==> config.mk <==
export PLATFORM = sky130hd
export DESIGN_NAME = cq_sched
export DESIGN_NICKNAME = d
export VERILOG_FILES = /design/src/rtl/cq_pkg.sv /design/src/rtl/cq_status_enc.sv /design/src/rtl/cq_end_check.sv /design/src/rtl/cq_flag_bank.sv /design/src/rtl/cq_seq.sv /design/src/rtl/cq_sched.sv
export SDC_FILE = /design/constraint.sdc
export NUM_CORES = 1
export LEC_CHECK = 0
export BUFFER_PORTS_ARGS = -buffer_cell sky130_fd_sc_hd__clkbuf_2
export CAP_MARGIN = 20
export CORE_MARGIN = 10
export CORE_UTILIZATION = 50
export CTS_CLUSTER_SIZE = 25
export DETAILED_ROUTE_END_ITERATION = 7
export PLACE_DENSITY = 0.78
export SLEW_MARGIN = 20
export SYNTH_ARGS = -nofsm -noshare
export SYNTH_HDL_FRONTEND = slang
export SYNTH_SLANG_ARGS = --single-unit
==> constraint.sdc <==
create_clock -name clk -period 3.3 [get_ports clk]
set_input_delay 0.165 -clock clk [delete_from_list [all_inputs] [get_ports clk]]
set_output_delay 0.165 -clock clk [all_outputs]
set_load 0.02 [all_outputs]
==> src/rtl/cq_pkg.sv <==
package cq_pkg;
  typedef enum logic [2:0] {
    QS_IDLE, QS_PAUSED, QS_ACTIVE, QS_PENDING, QS_SUSP
  } qstate_t;

  typedef enum logic [1:0] {
    PH_NONE, PH_REQ, PH_WAIT
  } phase_t;

  localparam int NFLAGS = 6;
  localparam int F_CF1  = 0;
  localparam int F_CF2  = 1;
  localparam int F_PF1  = 2;
  localparam int F_PF2  = 3;
  localparam int F_TOR1 = 4;
  localparam int F_TOR2 = 5;
endpackage

==> src/rtl/cq_status_enc.sv <==
module cq_status_enc
  import cq_pkg::*;
(
  input  qstate_t    q1,
  input  qstate_t    q2,
  output logic [3:0] code
);
  always_comb begin
    case (q1)
      QS_ACTIVE: code[3:2] = 2'b10;
      QS_PAUSED: code[3:2] = 2'b01;
      default:   code[3:2] = 2'b00;
    endcase
    case (q2)
      QS_PAUSED:         code[1:0] = 2'b01;
      QS_ACTIVE, QS_SUSP: code[1:0] = 2'b10;
      QS_PENDING:        code[1:0] = 2'b11;
      default:           code[1:0] = 2'b00;
    endcase
  end
endmodule

==> src/rtl/cq_end_check.sv <==
module cq_end_check #(
  parameter int IDX_W = 6
) (
  input  logic [IDX_W-1:0] idx,
  input  logic [IDX_W-1:0] q2_base,
  input  logic             is_q2,
  input  logic             eoq,
  output logic             last
);
  localparam int DEPTH = 1 << IDX_W;
  localparam logic [IDX_W-1:0] LAST_IDX = IDX_W'(DEPTH - 1);

  logic [IDX_W-1:0] nxt;
  assign nxt = idx + 1'b1;

  always_comb begin
    last = eoq || (idx == LAST_IDX) || (!is_q2 && (nxt == q2_base));
  end
endmodule

==> src/rtl/cq_flag_bank.sv <==
module cq_flag_bank #(
  parameter int N = 6
) (
  input  logic         clk,
  input  logic         rst_n,
  input  logic [N-1:0] set,
  input  logic [N-1:0] clr,
  output logic [N-1:0] flags
);
  for (genvar g = 0; g < N; g++) begin : g_flag
    logic r;
    always_ff @(posedge clk or negedge rst_n) begin
      if (!rst_n)      r <= 1'b0;
      else if (set[g]) r <= 1'b1;
      else if (clr[g]) r <= 1'b0;
    end
    assign flags[g] = r;


    flag_set_wins_chk: assert property (@(posedge clk) disable iff (!rst_n)
      set[g] |=> flags[g]);
  end
endmodule

==> src/rtl/cq_seq.sv <==
module cq_seq
  import cq_pkg::*;
#(
  parameter int IDX_W = 6
) (
  input  logic             clk,
  input  logic             rst_n,
  input  logic             trig_q1,
  input  logic             trig_q2,
  input  logic             resume_aborted,
  input  logic [IDX_W-1:0] q2_base,
  input  logic             cmd_pause,
  input  logic             cmd_eoq,
  input  logic             conv_req_ready,
  input  logic             conv_done,
  output logic             conv_req_valid,
  output logic [IDX_W-1:0] conv_req_idx,
  output logic             conv_abort,
  output qstate_t          q1_st,
  output qstate_t          q2_st,
  output logic [IDX_W-1:0] last_idx,
  output logic [NFLAGS-1:0] flag_set
);
  qstate_t q1, q2, n_q1, n_q2;
  phase_t  ph, n_ph;
  logic    own, n_own;
  logic [IDX_W-1:0] p1, p2, idx, last, n_p1, n_p2, n_idx, n_last;
  logic done_ev, is_last, abort;

  cq_end_check #(.IDX_W(IDX_W)) u_end (
    .idx    (idx),
    .q2_base(q2_base),
    .is_q2  (own),
    .eoq    (cmd_eoq),
    .last   (is_last)
  );

  always_comb begin
    n_q1 = q1;  n_q2 = q2;  n_p1 = p1;  n_p2 = p2;
    n_ph = ph;  n_own = own; n_idx = idx; n_last = last;
    flag_set = '0;
    abort = 1'b0;
    done_ev = (ph == PH_WAIT) && conv_done;

    if (ph == PH_REQ && conv_req_ready) n_ph = PH_WAIT;

    // completion of the conversion in flight
    if (done_ev) begin
      n_ph   = PH_NONE;
      n_last = idx;
      if (!own) begin
        if (is_last) begin
          n_q1 = QS_IDLE;
          flag_set[F_CF1] = 1'b1;
        end else begin
          n_p1 = idx + 1'b1;
          if (cmd_pause) begin
            n_q1 = QS_PAUSED;
            flag_set[F_PF1] = 1'b1;
          end
        end
      end else begin
        if (is_last) begin
          n_q2 = QS_IDLE;
          flag_set[F_CF2] = 1'b1;
        end else begin
          n_p2 = idx + 1'b1;
          if (cmd_pause) begin
            n_q2 = QS_PAUSED;
            flag_set[F_PF2] = 1'b1;
          end
        end
      end
    end

    // queue 1 trigger, with pre-emption of queue 2
    if (trig_q1) begin
      if (q1 == QS_ACTIVE) begin
        flag_set[F_TOR1] = 1'b1;
      end else begin
        if (q1 == QS_IDLE) n_p1 = '0;
        n_q1 = QS_ACTIVE;
        if (n_q2 == QS_ACTIVE) begin
          n_q2 = QS_SUSP;
          if (own && ph != PH_NONE && !done_ev) begin
            abort = 1'b1;
            n_ph  = PH_NONE;
          end
        end
      end
    end

    // queue 2 trigger
    if (trig_q2) begin
      if (q2 == QS_IDLE || q2 == QS_PAUSED) begin
        if (q2 == QS_IDLE) n_p2 = q2_base;
        n_q2 = (n_q1 == QS_ACTIVE) ? QS_PENDING : QS_ACTIVE;
      end else begin
        flag_set[F_TOR2] = 1'b1;
      end
    end

    // hand-off when queue 1 stops being active
    if (q1 == QS_ACTIVE && n_q1 != QS_ACTIVE) begin
      if (n_q2 == QS_PENDING) begin
        n_q2 = QS_ACTIVE;
      end else if (n_q2 == QS_SUSP) begin
        n_q2 = QS_ACTIVE;
        if (!resume_aborted) n_p2 = q2_base;
      end
    end

    // issue the next command of the active queue
    if ((ph == PH_NONE || abort) && n_ph == PH_NONE) begin
      if (n_q1 == QS_ACTIVE) begin
        n_ph = PH_REQ; n_own = 1'b0; n_idx = n_p1;
      end else if (n_q2 == QS_ACTIVE) begin
        n_ph = PH_REQ; n_own = 1'b1; n_idx = n_p2;
      end
    end
  end

  always_ff @(posedge clk or negedge rst_n) begin
    if (!rst_n) begin
      q1 <= QS_IDLE;  q2 <= QS_IDLE;
      p1 <= '0;       p2 <= '0;
      ph <= PH_NONE;  own <= 1'b0;
      idx <= '0;      last <= '0;
    end else begin
      q1 <= n_q1;  q2 <= n_q2;
      p1 <= n_p1;  p2 <= n_p2;
      ph <= n_ph;  own <= n_own;
      idx <= n_idx; last <= n_last;
    end
  end

  assign conv_req_valid = (ph == PH_REQ);
  assign conv_req_idx   = idx;
  assign conv_abort     = abort;
  assign q1_st          = q1;
  assign q2_st          = q2;
  assign last_idx       = last;


  not_both_active_chk: assert property (@(posedge clk) disable iff (!rst_n)
    !(q1 == QS_ACTIVE && q2 == QS_ACTIVE));


  req_hold_chk: assert property (@(posedge clk) disable iff (!rst_n)
    (conv_req_valid && !conv_req_ready && !conv_abort) |=>
      (conv_req_valid && $stable(conv_req_idx)));


  preempt_susp_chk: assert property (@(posedge clk) disable iff (!rst_n)
    conv_abort |=> (q1 == QS_ACTIVE && q2 == QS_SUSP && conv_req_valid));


  pend_needs_q1_chk: assert property (@(posedge clk) disable iff (!rst_n)
    (q2 == QS_PENDING) |-> (q1 == QS_ACTIVE));
endmodule

==> src/rtl/cq_sched.sv <==
module cq_sched
  import cq_pkg::*;
#(
  parameter int IDX_W = 6
) (
  input  logic             clk,
  input  logic             rst_n,
  input  logic             trig_q1,
  input  logic             trig_q2,
  input  logic             resume_aborted,
  input  logic [IDX_W-1:0] q2_base,
  input  logic             cie_q1,
  input  logic             cie_q2,
  input  logic [5:0]       flag_clr,
  input  logic             cmd_pause,
  input  logic             cmd_eoq,
  output logic             conv_req_valid,
  input  logic             conv_req_ready,
  output logic [IDX_W-1:0] conv_req_idx,
  input  logic             conv_done,
  output logic             conv_abort,
  output logic [3:0]       state_code,
  output logic [IDX_W-1:0] last_idx,
  output logic [5:0]       flags,
  output logic             irq_q1,
  output logic             irq_q2
);
  qstate_t q1_st, q2_st;
  logic [NFLAGS-1:0] flag_set;

  cq_seq #(.IDX_W(IDX_W)) u_seq (
    .clk           (clk),
    .rst_n         (rst_n),
    .trig_q1       (trig_q1),
    .trig_q2       (trig_q2),
    .resume_aborted(resume_aborted),
    .q2_base       (q2_base),
    .cmd_pause     (cmd_pause),
    .cmd_eoq       (cmd_eoq),
    .conv_req_ready(conv_req_ready),
    .conv_done     (conv_done),
    .conv_req_valid(conv_req_valid),
    .conv_req_idx  (conv_req_idx),
    .conv_abort    (conv_abort),
    .q1_st         (q1_st),
    .q2_st         (q2_st),
    .last_idx      (last_idx),
    .flag_set      (flag_set)
  );

  cq_status_enc u_enc (
    .q1  (q1_st),
    .q2  (q2_st),
    .code(state_code)
  );

  cq_flag_bank #(.N(NFLAGS)) u_flags (
    .clk  (clk),
    .rst_n(rst_n),
    .set  (flag_set),
    .clr  (flag_clr),
    .flags(flags)
  );

  assign irq_q1 = flags[F_CF1] & cie_q1;
  assign irq_q2 = flags[F_CF2] & cie_q2;


  no_reserved_code_chk: assert property (@(posedge clk) disable iff (!rst_n)
    state_code[3:2] != 2'b11);


  tor1_cause_chk: assert property (@(posedge clk) disable iff (!rst_n)
    $rose(flags[F_TOR1]) |-> $past(trig_q1));
endmodule

== Yosys cells after proc, flatten, opt, wreduce, memory -nomap -nowiden ==
Cells that the tools add are included.
W data, S select, Z words.

* Flip-flop bits (word level): 39
* Logic and storage cells: 138
* Output and inout port bits: 26

* Add/sub/neg operators: 1
* Mux-type cells: 78
* Reductions and logical operators: 27
* Bitwise operators: 2
* Equal/unequal tests: 16

{| class="wikitable"
|+ Operators with widths
! kind !! number
|-
| $mux W6 || 18
|-
| $mux W3 || 18
|-
| $mux W1 || 30
|-
| $eq A3 B2 Y1 const B || 7
|-
| $mux W2 || 9
|-
| $reduce_bool A2 Y1 || 8
|-
| $logic_and A1 B1 Y1 || 7
|-
| $add A6 B1 Y6 const B || 1
|-
| $eq A3 B1 Y1 const B || 2
|-
| $eq A3 B3 Y1 const B || 2
|-
| $eq A6 B6 Y1 || 1
|-
| $eq A6 B6 Y1 const B || 1
|-
| $logic_not A3 Y1 || 2
|-
| $pmux W2 S3 || 1
|-
| $logic_not A2 Y1 || 2
|-
| $logic_or A1 B1 Y1 || 4
|-
| $mux W4 || 1
|-
| $pmux W2 S2 || 1
|-
| $ne A3 B2 Y1 const B || 1
|-
| $and A1 B1 Y1 || 2
|-
| $eq A2 B1 Y1 const B || 1
|-
| $eq A2 B2 Y1 const B || 1
|-
| $logic_not A1 Y1 || 2
|-
| $reduce_and A2 Y1 || 1
|-
| $reduce_or A2 Y1 || 1
|}

== Depth between registers and ports, before layout ==
Gate-level depths: netlist (run 1).

* Word-level depth: 21
* Gate-level depth with buffers: 10
* Mapped depth without buffers: 10

== Hierarchy ==
Synthesis (run 1) repeated with hierarchy kept, for this count alone.

* Cell total of the unflattened synthesis: 239
* Area total of the unflattened synthesis: 2289.7 µm²

{| class="wikitable"
|+ Modules (own cells, without submodules)
! module !! sequential area each (µm²) !! cells each !! area an instance (µm²) !! times used
|-
| cq_seq || 825.8 || 188 || 1824.2 || 1
|-
| cq_flag_bank || 150.1 || 24 || 262.8 || 1
|-
| cq_end_check || 0.0 || 20 || 150.1 || 1
|-
| cq_status_enc || 0.0 || 5 || 40.0 || 1
|-
| cq_sched || 0.0 || 2 || 12.5 || 1
|}

== Worst setup path before layout (run 1) ==
OpenSTA, ideal clock, no wires.

* Path kind: register to register
* Start: register u_seq.idx[0], in the netlist u_seq.conv_req_idx[0]
* End: register u_seq.idx[0], in the netlist u_seq.conv_req_idx[0]
* Library setup time: 0.134 ns
* Arrival time: 2.953 ns
* Buffers on the path: 0
* Clock period less this slack: 3.086 ns
* Stages on the path, launching flop included: 11
* Slack: 0.214 ns
* Required time: 3.166 ns
* Cells stage by stage: dfrtp_1 > ha_1 > xnor2_1 > nand3_1 > a2111o_1 > o31ai_4 > o211ai_4 > o31ai_4 > mux2_2 > a21oi_1 > mux2i_1

* Elaborated cells between the ends (all ways): 59
* Classes of those cells: add/sub: 1; eq/ne: 8; mux: 41; reduce/logical: 9

{| class="wikitable"
|+ RTL lines
! what !! line !! source
|-
| from (decl) || cq_seq.sv:27 || <nowiki>logic [IDX_W-1:0] p1, p2, idx, last, n_p1, n_p2, n_idx, n_last;</nowiki>
|-
| from (signal assigned) || cq_seq.sv:133 || <nowiki>idx <= n_idx; last <= n_last;</nowiki>
|-
| $add A6 B1 Y6 || cq_end_check.sv:14, cq_seq.sv:67 ||
|-
| $eq A6 B6 Y1 || cq_end_check.sv:17 || <nowiki>last = eoq || (idx == LAST_IDX) || (!is_q2 && (nxt == q2_base));</nowiki>
|-
| $logic_and A1 B1 Y1 || cq_end_check.sv:17 ||
|-
| $logic_or A1 B1 Y1 || cq_end_check.sv:17 ||
|-
| $mux W3, on equally long branches || cq_seq.sv:63, cq_seq.sv:52 ||
|-
| $mux W3 || cq_seq.sv:51 || <nowiki>if (!own) begin</nowiki>
|-
| $mux W3 || cq_seq.sv:48 || <nowiki>if (done_ev) begin</nowiki>
|-
| $eq A3 B2 Y1 / $mux W3 (equally long branches) || cq_seq.sv:83, cq_seq.sv:78 ||
|-
| (+4 left out) || - ||
|-
| $mux W3 || cq_seq.sv:94 || <nowiki>if (trig_q2) begin</nowiki>
|-
| $eq A3 B3 Y1 || cq_seq.sv:107 || <nowiki>end else if (n_q2 == QS_SUSP) begin</nowiki>
|-
| $mux W6 || cq_seq.sv:107 ||
|-
| $mux W6 || cq_seq.sv:105 || <nowiki>if (n_q2 == QS_PENDING) begin</nowiki>
|-
| $mux W6 * || cq_seq.sv:104 || <nowiki>if (q1 == QS_ACTIVE && n_q1 != QS_ACTIVE) begin</nowiki>
|-
| named net u_seq.n_p2[0] || cq_seq.sv:27 ||
|-
| $mux W6 * || cq_seq.sv:117 || <nowiki>end else if (n_q2 == QS_ACTIVE) begin</nowiki>
|-
| $mux W6 * || cq_seq.sv:115 || <nowiki>if (n_q1 == QS_ACTIVE) begin</nowiki>
|}

Mark *: on every way through the listed nets, which the timed path passes. The rest lies on a longest branch. The select of a mux whose other input is x is not followed.
A chain may end at the register's enable or synchronous reset.

== Worst setup path in the final report (run 1) ==
* Start: register u_seq.idx[1], in the netlist u_seq.conv_req_idx[1]
* End: register u_seq.idx[1], in the netlist u_seq.conv_req_idx[1]

Same word-level chain as after synthesis.

==> results.md, run 1 <==
- The total of endpoints with negative setup slack in the final report is 0.
- The sink count of the clock tree is 39.
- The detailed-route vias per instance is 5.61.
- The ratio of total power to cell area is 787 nW/um^2.
- The root buffer cell is clkbuf_8.
- The number of antenna cells inserted is 0.
- The global placement routability congestion is 0.909.
- The cell-internal power is 1.18 mW.
- The detailed-router iteration count before antenna repair is 4.
- The signed area change from the synthesized netlist to the final layout is 16.4%.
- Summed over all nets, the switching power comes to 909 uW.
- Net switching is 43.6% of the power.
- Yosys printed 0 warnings.
- The commonest register cell after synthesis is dfrtp_1.
- Counting the fill cells in the layout gives 405.
- The overall routed net length is 5430 um.
- Registers are responsible for 37.3% of the overall power.
- The largest fanout on the critical path is 8.
- The combinational cell fraction of total power is 48.7%.
- After detailed placement, the design holds a cell count of 337.
- Detailed placement finished with a half-perimeter wire length of 4200 um.
- The final setup TNS is 0 ps.
- The mean post-synth cell area is 9.48 sq um.
- The number of I/O port buffers is 48.
- The sequential share of the synthesized area is 42.9%.
- The fraction of synthesis flops using an asynchronous set or reset pin is 100%.
- In this run the post-CTS setup repair buffer count came out at 0.
- The filler-free cell count of the finished design is 343.
- The flip-flop and latch count after synthesis is 39.
- The top cell types in the final layout, fill and taps aside, are clkbuf_2 (48), dfrtp_1 (39), inv_1 (24).
- For the finished layout, the period the worst path requires is 3040 ps.
- The number of antenna violations at the first check in global routing is 0.
- The die boundary width is 87.5 um.
- VDD sags by at most 0.000431 V.
- Based on the critical path, the design can be clocked at up to 329 MHz.
- Dividing the detail-routed wire length by the instance count gives 15.8 um.
- The class of the most critical hold timing path is in -> async.
- When the netlist entered floorplanning its net count stood at 264.
- The combined area of all synthesized cells is 2280 sq um.
- After the last flow step, the layout net total stands at 316.
- For this configuration, the core starts out at a cell density of 51.9%.
- The total I/O pin count is 49.
- Setup repair after global routing left no endpoint under its margin.
- The critical path is of the reg -> reg type.
- After clock tree synthesis, the repair step resized 0 gates.
- In this run the standard cell core region covers 4380 sq um.
- Entering global routing, the biggest net connects 40 pins.
- The die covers 7650 sq um.
- The die span in y is 87.5 um.
- The critical path required time is 3460 ps.
- The leakage dissipation is 1.25 nW.
- The endpoint arrival time on the critical path is 3200 ps.
- In this run, the number of DRC markers left after iteration 0 of detailed routing was 57.
- The aggregate global-route resource usage is 14.8%.
- The count of nets left with antenna violations once routing finished came out at 0.
- The most common cell after layout, fill and taps aside is clkbuf_2.
- The synthesized design spends more area on one cell type than any other, namely dfrtp_1.
- The TritonCTS clock tree is done.
- The share of the clock period used by the worst path after layout is 92.2%.
- The clock-pin slew on the worst setup and hold paths is 70 ps.
- The first global-routing pass estimated 9080 um of wire.
- The H-tree was split into 2 levels.
- The count of final hold-check violations is 0.
- The clock tree buffer depth is 2.
- After clock tree synthesis, the flow added hold-fix buffers numbering 0.
- The total number of vias is 1924.
- The run finished with clean final reports.
- The fraction of layout instances using a drive strength above 1 is 27.1%.
- In the routed design, unresolved DRC markers number 0.
- Sorting the synthesized cells by area gives the leading types as dfrtp_1 (43%), mux2i_1 (8.4%), o21ai_0 (4.0%), inv_1 (4.0%), nand2_1 (3.6%).
- TritonCTS created 5 clock buffers.
- The share of the synthesized area in the top cell type is 42.9%.
- The number of global-route vias before repair is 1889.
- The number of rows created at floorplan is 24.
- The number of different library cells used by synthesis comes to 49.
- STA classifies the critical path startpoint as a flip-flop.
- In this run the tightest slew margin relative to its limit is 35.7%.
- The total of max-cap violations is 0.
- Between clock sinks in the finished design, the worst skew comes to 1.15 ps.
- The cell count after synthesis came out at 240.
- The latest clock arrival within the worst-skew pair is 290 ps.
- The number of enable flip-flop cells after synthesis is 0.
- For this run the aggregate overflow at the end of global routing stands at 0.
- The final number of max-transition violations is 0.
- The part of the power in the clock network is 14.0%.
- STA classifies the critical path endpoint as a flip-flop.
- The transition time of the tightest slew-check pin is 964 ps.
[cell families after synthesis]
| family | count (synthesis) | synth area share [%] |
|---|---|---|
| compound gates | 54 | 17.5 |
| xor+xnor | 9 | 3.46 |
| fa+ha+maj | 1 | 0.550 |
| buf+inv | 36 | 7.42 |
| flops | 39 | 42.9 |
| mux | 25 | 11.3 |
| simple gates | 76 | 16.8 |
[routing by layer]
layer | global-route usage (%) | share of wire [%] | vias up
met5 | 0 | 0 | -
met4 | 5.22 | 1.2 | 0
met3 | 5.52 | 9.1 | 7
met2 | 24.2 | 47 | 65
met1 | 17.3 | 42 | 920
li1 | - | - | 932
[critical path, cell delays in order, from the launching register on]
cell and delay (ps):
dfrtp_1 440, ha_1 340, xnor2_1 150, nand3_1 100, a2111o_1 410, o31ai_4 270, o211ai_4 160, o31ai_4 370
mux2_2 400, a21oi_1 160, mux2i_1 110
[cells in the mapped netlist, types with 4 or more instances]
library cell and count:
nand2_1 22, xnor2_1 4, inv_1 24, a21oi_1 13, clkbuf_1 4, dfrtp_1 39, nor2_1 22, nand3_1 4
mux2i_1 19, xor2_1 5, nor3_1 9, o21ai_0 18, buf_4 7, mux2_2 6
[registers in the layout, indices dropped and copies added, names as in the netlist]
register,flops
u_seq.ph,2
u_seq.q2_st,3
u_seq.last_idx,6
u_seq.own,1
u_flags.g_flag.r,6
u_seq.p2,6
u_seq.conv_req_idx,6
u_seq.p1,6
u_seq.q1_st,3
[metrics by stage]
stage / power (mW) / utilization, % / cell area [sq um] / hold WS [ps] / worst slack [ps]
after detailed placement: 1.81 / 58.8 / 2580 / 367 / 179
final: 2.08 / 60.4 / 2650 / 13.3 / 259
after CTS: 2.11 / 60.4 / 2650 / 50.4 / 163
after global routing: 2.25 / 60.4 / 2650 / 64.3 / 70.5
after floorplan: 1.52 / - / 2280 / -131 / 214
after global placement: 1.77 / 58.8 / 2580 / 352 / 322
[final timing paths]
path                       slack (ps)                    end  depth (start not counted)             startpoint
max reg2reg                       260  u_seq.conv_req_idx[1]                         10  u_seq.conv_req_idx[1]
max in group asynchronous        2690    u_flags.g_flag[0].r                          1                  rst_n
min                                10    u_flags.g_flag[5].r                          1                  rst_n
min reg2reg                       480      u_seq.last_idx[3]                          2      u_seq.last_idx[3]
min in group clk                   60    u_flags.g_flag[4].r                          2            flag_clr[4]
max                               260  u_seq.conv_req_idx[1]                         10  u_seq.conv_req_idx[1]
[layout make-up]
cell class / instances / area (sq um) / area share (%)
sequential: 39 / 976 / 36.8
inverter: 24 / 90.1 / 3.40
multi-input combinational: 165 / 1140 / 42.9
clock buffer: 6 / 72.6 / 2.74
tap: 52 / 65.1 / 2.46
timing repair buffer: 57 / 308 / 11.6
[power groups by stage]
stage	registers, mW	logic, mW	clock network (mW)
global route	0.801	1.12	0.330
global placement	0.777	0.996	0
CTS	0.778	1.02	0.307
floorplan	0.813	0.704	0
finish	0.777	1.02	0.292
detailed placement	0.787	1.02	0
Note: power is estimated with default switching activity, not from simulation.
==> inputs of run 2 (changes only) <==
- PLACE_DENSITY: 0.78 -> 0.74
- RECOVER_POWER: unset -> 25
==> results.md, run 2 (synthesis results as in run 1) <==
- The run finished, with violations left.
- The final reports fail on max-capacitance violations, max-slew violations.
- The combinational cell fraction of total power is 48.4% (-0.3 points).
- The start point of the worst hold path is flag_clr[1].
- The area taken by flip-flops and latches is 976 sq um (unchanged).
- The part of the power in the clock network is 15.0% (+1.0 points).
- The number of antenna violations at the first check in global routing came to 0 (unchanged).
- The share of the clock period used by the worst path after layout is 93.1% (+0.97 points).
- The total I/O pin count is 49 (unchanged).
- The H-tree level count is 2 (unchanged).
- The worst-case register-to-register setup slack is 230 ps (-30 ps).
- The multi-input gate area in the final layout is 1140 sq um (unchanged).
- The class of the most critical setup path is reg -> reg.
- The sequential share of power is 36.6% (-0.7 points).
- The total of endpoints with negative setup slack in the final report came to 0 (unchanged).
- Setup repair after global routing left no endpoint under its margin.
- The tree is rooted in a clkbuf_8.
- The remaining antenna violation count after routing was 0 (unchanged).
- The shortest clock period the worst path allows after layout is 3070 ps (+31.9 ps).
- The post-cts hold buffer count is 0 (unchanged).
- The count of final hold-check violations was 0 (unchanged).
- The fill cell instance count of the final layout is 392 (-3.2%).
- The number of antenna cells inserted is 0 (unchanged).
- The overall die area is 7650 sq um (unchanged).
- The fraction of layout instances using a drive strength above 1 is 27.6% (+0.40 points).
- The sink count of the clock tree was 39 (unchanged).
- The fraction of power spent switching nets is 43.7% (+0.082 points).
- The average wire per standard cell is 15.7 um (-0.74%).
- The leakage dissipation is 1.26 nW (+0.44%).
- The worst hold margin is 46.6 ps (+33.4 ps).
- The aggregate global-route resource usage is 14.8% (-0.037 points).
- The overall routed net length is 5430 um (+0.13%).
- The worst register-to-register path begins at u_seq.conv_req_idx[1].
- The largest net degree at the start of global routing is 40 (unchanged).
- The final setup TNS came to 0 ps (unchanged).
- The worst-case vdd ir drop is 0.000533 V (+24%).
- The number of nets in the layout is 317 (+0.32%).
- The count of routing violations after the opening detailed-route iteration is 102 (+79%).
- The clock-pin slew on the worst setup and hold paths was 70 ps (about the same).
- The detailed placement HPWL was 4200 um (-0.17%).
- The die span in y is 87.5 um (unchanged).
- The buffer count from post-CTS setup fixing is 0 (unchanged).
- The clock buffer count from CTS is 5 (unchanged).
- The global placement routability congestion is 0.898 (-1.2%).
- The area growth from synthesis to layout is 17.2%.
- The detailed-route vias per instance came to 5.46 (-2.6%).
- The worst clock skew came to 3.64 ps (+2.48 ps).
- The source of the critical timing path is u_seq.conv_req_idx[1].
- The TritonCTS clock tree is done.
- The post-placement setup slack is 247 ps (+67.4 ps).
- The number of rows created at floorplan is 24 (unchanged).
- The maximum clock rate is 325 MHz (-1.0%).
- The die boundary width is 87.5 um (unchanged).
- The kind of end point of the critical path is a flip-flop.
- The total net switching power came to 921 uW (+1.4%).
- The post-route worst setup slack is 227 ps (-31.9 ps).
- The critical path required time is 3460 ps (about the same).
- The headroom to the max-slew limit is -38.0% (-74 points).
- The initial cell density of the core is 51.9% (unchanged).
- The largest fanout on the critical path is 8 (unchanged).
- The transition time of the tightest slew-check pin is 2070 ps (+1110 ps).
- The class of the most critical hold timing path is in -> reg.
- The worst setup path is launched from a flip-flop.
- The utilization after layout came to 60.8% (+0.43 points).
- In the layout the commonest cells are clkbuf_2 (47), dfrtp_1 (39), inv_1 (24).
- The detailed-router iteration count before antenna repair is 4 (unchanged).
- The area of the placeable core is 4380 sq um (unchanged).
- The final number of max-transition violations came to 40 (+40).
- The number of remaining DRC errors was 0 (unchanged).
- The number of I/O port buffers was 48 (unchanged).
- The clock tree buffer depth is 2 (unchanged).
- The cell-internal power came to 1.19 mW (+1.0%).
- The ratio of total power to cell area came to 791 nW/um^2 (+0.46%).
- The endpoint arrival time on the critical path is 3240 ps (+40 ps).
- The number of global-route vias before repair is 1852 (-2.0%).
- The quantity of gates resized following cts is 0 (unchanged).
- The overall power of the completed layout was 2.11 mW (+1.2%).
- The latest clock arrival within the worst-skew pair came to 300 ps (about the same).
- The overall overflow remaining after global route is 0 (unchanged).
- The wire length of the first global-routing pass is 9050 um (-0.31%).
- Leaving out fill and tap cells, the most frequent cell in the layout is clkbuf_2.
- The total of max-cap violations is 1 (+1).
- The total number of vias is 1890 (-1.8%).
[run 2: critical path, cell delays in order (launching register included)]
cell	delay (ps)
dfrtp_1	440
ha_1	350
xnor2_1	140
nand3_1	100
a2111o_1	400
o31ai_4	280
o211ai_4	160
o31ai_4	280
buf_4	200
mux2_2	360
mux2i_1	130
mux2i_1	100
[run 2: stage by stage]
step / cell area, sq um / cells
after global placement: 2580 / 338
final: 2670 / 346
after detailed placement: 2580 / 338
after floorplan: 2280 / 240
after CTS: 2670 / 346
after global routing: 2670 / 346
[run 2: worst paths after layout]
| path | to | cells past startpoint |
|---|---|---|
| max reg2reg | u_seq.conv_req_idx[3] | 11 |
| max in group asynchronous | u_seq.q1_st[1] | 1 |
| min | u_flags.g_flag[1].r | 2 |
| min in group asynchronous | u_flags.g_flag[1].r | 1 |
| min reg2reg | u_seq.last_idx[0] | 2 |
| max | u_seq.conv_req_idx[3] | 11 |
[run 2: routing by layer]
metal / routed length (um) / vias up / track usage (%)
li1: - / 936 / -
met4: 107 / 0 / 5.36
met2: 2550 / 57 / 23.9
met3: 451 / 12 / 4.78
met5: 0 / - / 0
met1: 2320 / 885 / 17.9
[run 2: area by class of cell]
type / instances / share of cell area (%)
sequential: 39 / 36.6
timing repair buffer: 58 / 11.8
clock buffer: 6 / 2.72
tap: 52 / 2.44
clock inverter: 2 / 0.469
inverter: 24 / 3.38
multi-input combinational: 165 / 42.6
[run 2: power groups by stage]
stage | logic, mW | clock network, mW | registers (mW)
2_1_floorplan | 0.704 | 0 | 0.813
3_3_place_gp | 1.01 | 0 | 0.773
3_5_place_dp | 1.03 | 0 | 0.780
4_1_cts | 1.03 | 0.328 | 0.771
5_1_grt | 1.13 | 0.347 | 0.798
6_report | 1.02 | 0.316 | 0.772
==> inputs of run 3 (changes only) <==
- CORE_UTILIZATION: 50 -> 49
- PLACE_DENSITY: 0.74 -> 0.76
- clock period: 3.3 -> 2.8 ns (I/O delays scaled with it)
==> results.md, run 3 (synthesis results as in run 1) <==
- The total of max-cap violations is 1 (unchanged).
- The number of global-route vias before repair came to 2023 (+9.2%).
- The detailed placement HPWL is 4530 um (+8.0%).
- The worst clock skew is 8.51 ps (+4.88 ps).
- Relative to the synthesized area, the layout overhead comes to 29.6%.
- The post-cts hold buffer count is 0 (unchanged).
- The global placement routability congestion was 0.907 (+0.99%).
- The utilization after layout is 66.8% (+6.0 points).
- The aggregate global-route resource usage was 15.8% (+1.0 points).
- The flow ran to the end, but the final reports show violations.
- The clock tree buffer depth was 2 (unchanged).
- The number of I/O port buffers is 48 (unchanged).
- The area of the placeable core is 4410 sq um (+0.68%).
- The fill cell instance count of the final layout came to 364 (-7.1%).
- The shortest clock period the worst path allows after layout is 2880 ps (-197 ps).
- The number of antenna violations at the first check in global routing was 0 (unchanged).
- The count of final hold-check violations is 0 (unchanged).
- The root buffer cell chosen for the clock tree is clkbuf_8.
- The final setup TNS is -214 ps (-214 ps).
- The worst-case vdd ir drop came to 0.000520 V (-2.6%).
- The die boundary width is 88.2 um (+0.78%).
- The type of origin of the critical path is a flip-flop.
- The largest net degree at the start of global routing is 40 (unchanged).
- The overall power of the completed layout is 2.95 mW (+40%).
- Walking the worst path, the cells encountered are ha_4 -> xnor2_2 -> nand3_1 -> a2111o_1 -> o31ai_4 -> o211ai_4 -> o31ai_4 -> buf_6 -> mux2_4 -> mux2i_1 -> mux2i_1.
- The detailed-router iteration count before antenna repair was 4 (unchanged).
- The latest clock arrival within the worst-skew pair is 300 ps (about the same).
- The clock-pin slew on the worst setup and hold paths is 80 ps (about the same).
- The number of antenna cells inserted is 0 (unchanged).
- The maximum clock rate is 348 MHz (+6.9%).
- The die span in y was 88.2 um (+0.78%).
- The most common cell after layout, fill and taps aside is clkbuf_2.
- The H-tree level count is 2 (unchanged).
- The leakage dissipation came to 1.40 nW (+11%).
- The ratio of total power to cell area came to 1000 nW/um^2 (+26%).
- The headroom to the max-slew limit is -34.5% (+3.4 points).
- The total of endpoints with negative setup slack in the final report is 6 (+6).
- The sink count of the clock tree is 39 (unchanged).
- STA classifies the critical path endpoint as a flip-flop.
- The post-route worst setup slack is -76.0 ps (-303 ps).
- The clock buffer count from CTS came to 5 (unchanged).
- The wire length of the first global-routing pass is 9740 um (+7.6%).
- The transition time of the tightest slew-check pin was 2020 ps (-51.5 ps).
- The overall routed net length is 6070 um (+12%).
- The total number of vias is 1998 (+5.7%).
- The largest fanout on the critical path came to 6 (-2).
- The TritonCTS clock tree is done.
- The final number of max-transition violations is 40 (unchanged).
- In the layout the commonest cells are clkbuf_2 (47), dfrtp_1 (35), buf_4 (26).
- The initial cell density of the core came to 51.6% (-0.35 points).
- The count of routing violations after the opening detailed-route iteration is 96 (-5.9%).
- The share of the clock period used by the worst path after layout is 103% (+9.6 points).
- The class of the most critical setup path is reg -> reg.
- The endpoint arrival time on the critical path is 3060 ps (-180 ps).
- Setup repair after global routing could not meet its margin everywhere.
- The number of remaining DRC errors is 0 (unchanged).
- The number of rows created at floorplan is 24 (unchanged).
- The worst hold margin was 17.4 ps (-29.2 ps).
- Among all stages on the critical path, the largest delay is contributed by dfrtp_2.
- The average wire per standard cell came to 16.6 um (+5.7%).
- The number of nets in the layout is 337 (+6.3%).
- The overall die area was 7770 sq um (+1.6%).
- The detailed-route vias per instance is 5.46 (about the same).
- The largest incremental delay on the critical path is 450 ps (about the same).
- The critical path required time came to 2980 ps (-480 ps).
- The remaining antenna violation count after routing came to 0 (unchanged).
- The overall overflow remaining after global route is 0 (unchanged).
- The total I/O pin count is 49 (unchanged).
- The fraction of layout instances using a drive strength above 1 is 35.4% (+7.8 points).
- The class of the most critical hold timing path is in -> reg.
- The final reports fail on max-capacitance violations, max-slew violations, negative setup slack.
-- run 3: per-stage QoR --
| step | worst slack (ps) | instance area (sq um) | std cells |
|---|---|---|---|
| after floorplan | -94.1 | 2320 | 240 |
| after global placement | 11.3 | 2730 | 353 |
| after detailed placement | -58.6 | 2730 | 353 |
| after CTS | -31.8 | 2930 | 365 |
| after global routing | -229 | 2950 | 366 |
| final | -76.0 | 2950 | 366 |
-- run 3: repair_timing --
item | 4_1_cts | 5_1_grt
gates resized for setup | 4 | 3
endpoints found under the setup margin | 6 | 9
pin swaps | 2 | 3
buffers inserted | 4 | 1
-- run 3: area by class of cell --
type / count / area (sq um) / share of cell area, %
well taps: 52 / 65.1 / 2.21
clock buffers: 5 / 68.8 / 2.33
inverters: 24 / 90.1 / 3.05
flip-flops and latches: 39 / 981 / 33.2
clock inverters: 3 / 67.6 / 2.29
multi-input cells: 165 / 1190 / 40.3
repair buffers: 78 / 488 / 16.5
-- run 3: power breakdown --
part | leakage (nW) | switching, mW | internal (mW)
sequential | 0.494 | 0.140 | 0.765
combinational | 0.840 | 0.833 | 0.649
clock | 0.0644 | 0.207 | 0.355
-- run 3: critical path, delay by kind of cell (launching register included) --
kind / cells / cell delay, ps
AOI/OAI and AO/OA: 4 / 1120
xor gates and xnor gates: 1 / 100
muxes: 3 / 550
and+or+nand+nor: 1 / 90
buffers and inverters: 1 / 160
adders and majority gates: 1 / 290
DFF: 1 / 450
-- run 3: metal layers --
layer	routed length [um]	track usage [%]	share of wire, %	vias up
met5	0	0	0	-
met4	56	5.14	0.92	0
met3	518	4.18	8.5	7
met2	3010	27.5	50	68
met1	2490	18.5	41	948
li1	-	-	-	975
-- run 3: worst paths after layout --
kind	end	from	slack (ps)	cells past startpoint
setup reg to reg	u_seq.conv_req_idx[5]	u_seq.conv_req_idx[0]	-80	11
min in group asynchronous	u_flags.g_flag[5].r	rst_n	400	1
hold / removal	u_flags.g_flag[1].r	flag_clr[1]	20	2
hold reg to reg	u_seq.last_idx[3]	u_seq.last_idx[3]	490	2
max in group asynchronous	u_seq.conv_req_idx[4]	rst_n	1080	1
setup / recovery	u_seq.conv_req_idx[5]	u_seq.conv_req_idx[0]	-80	11
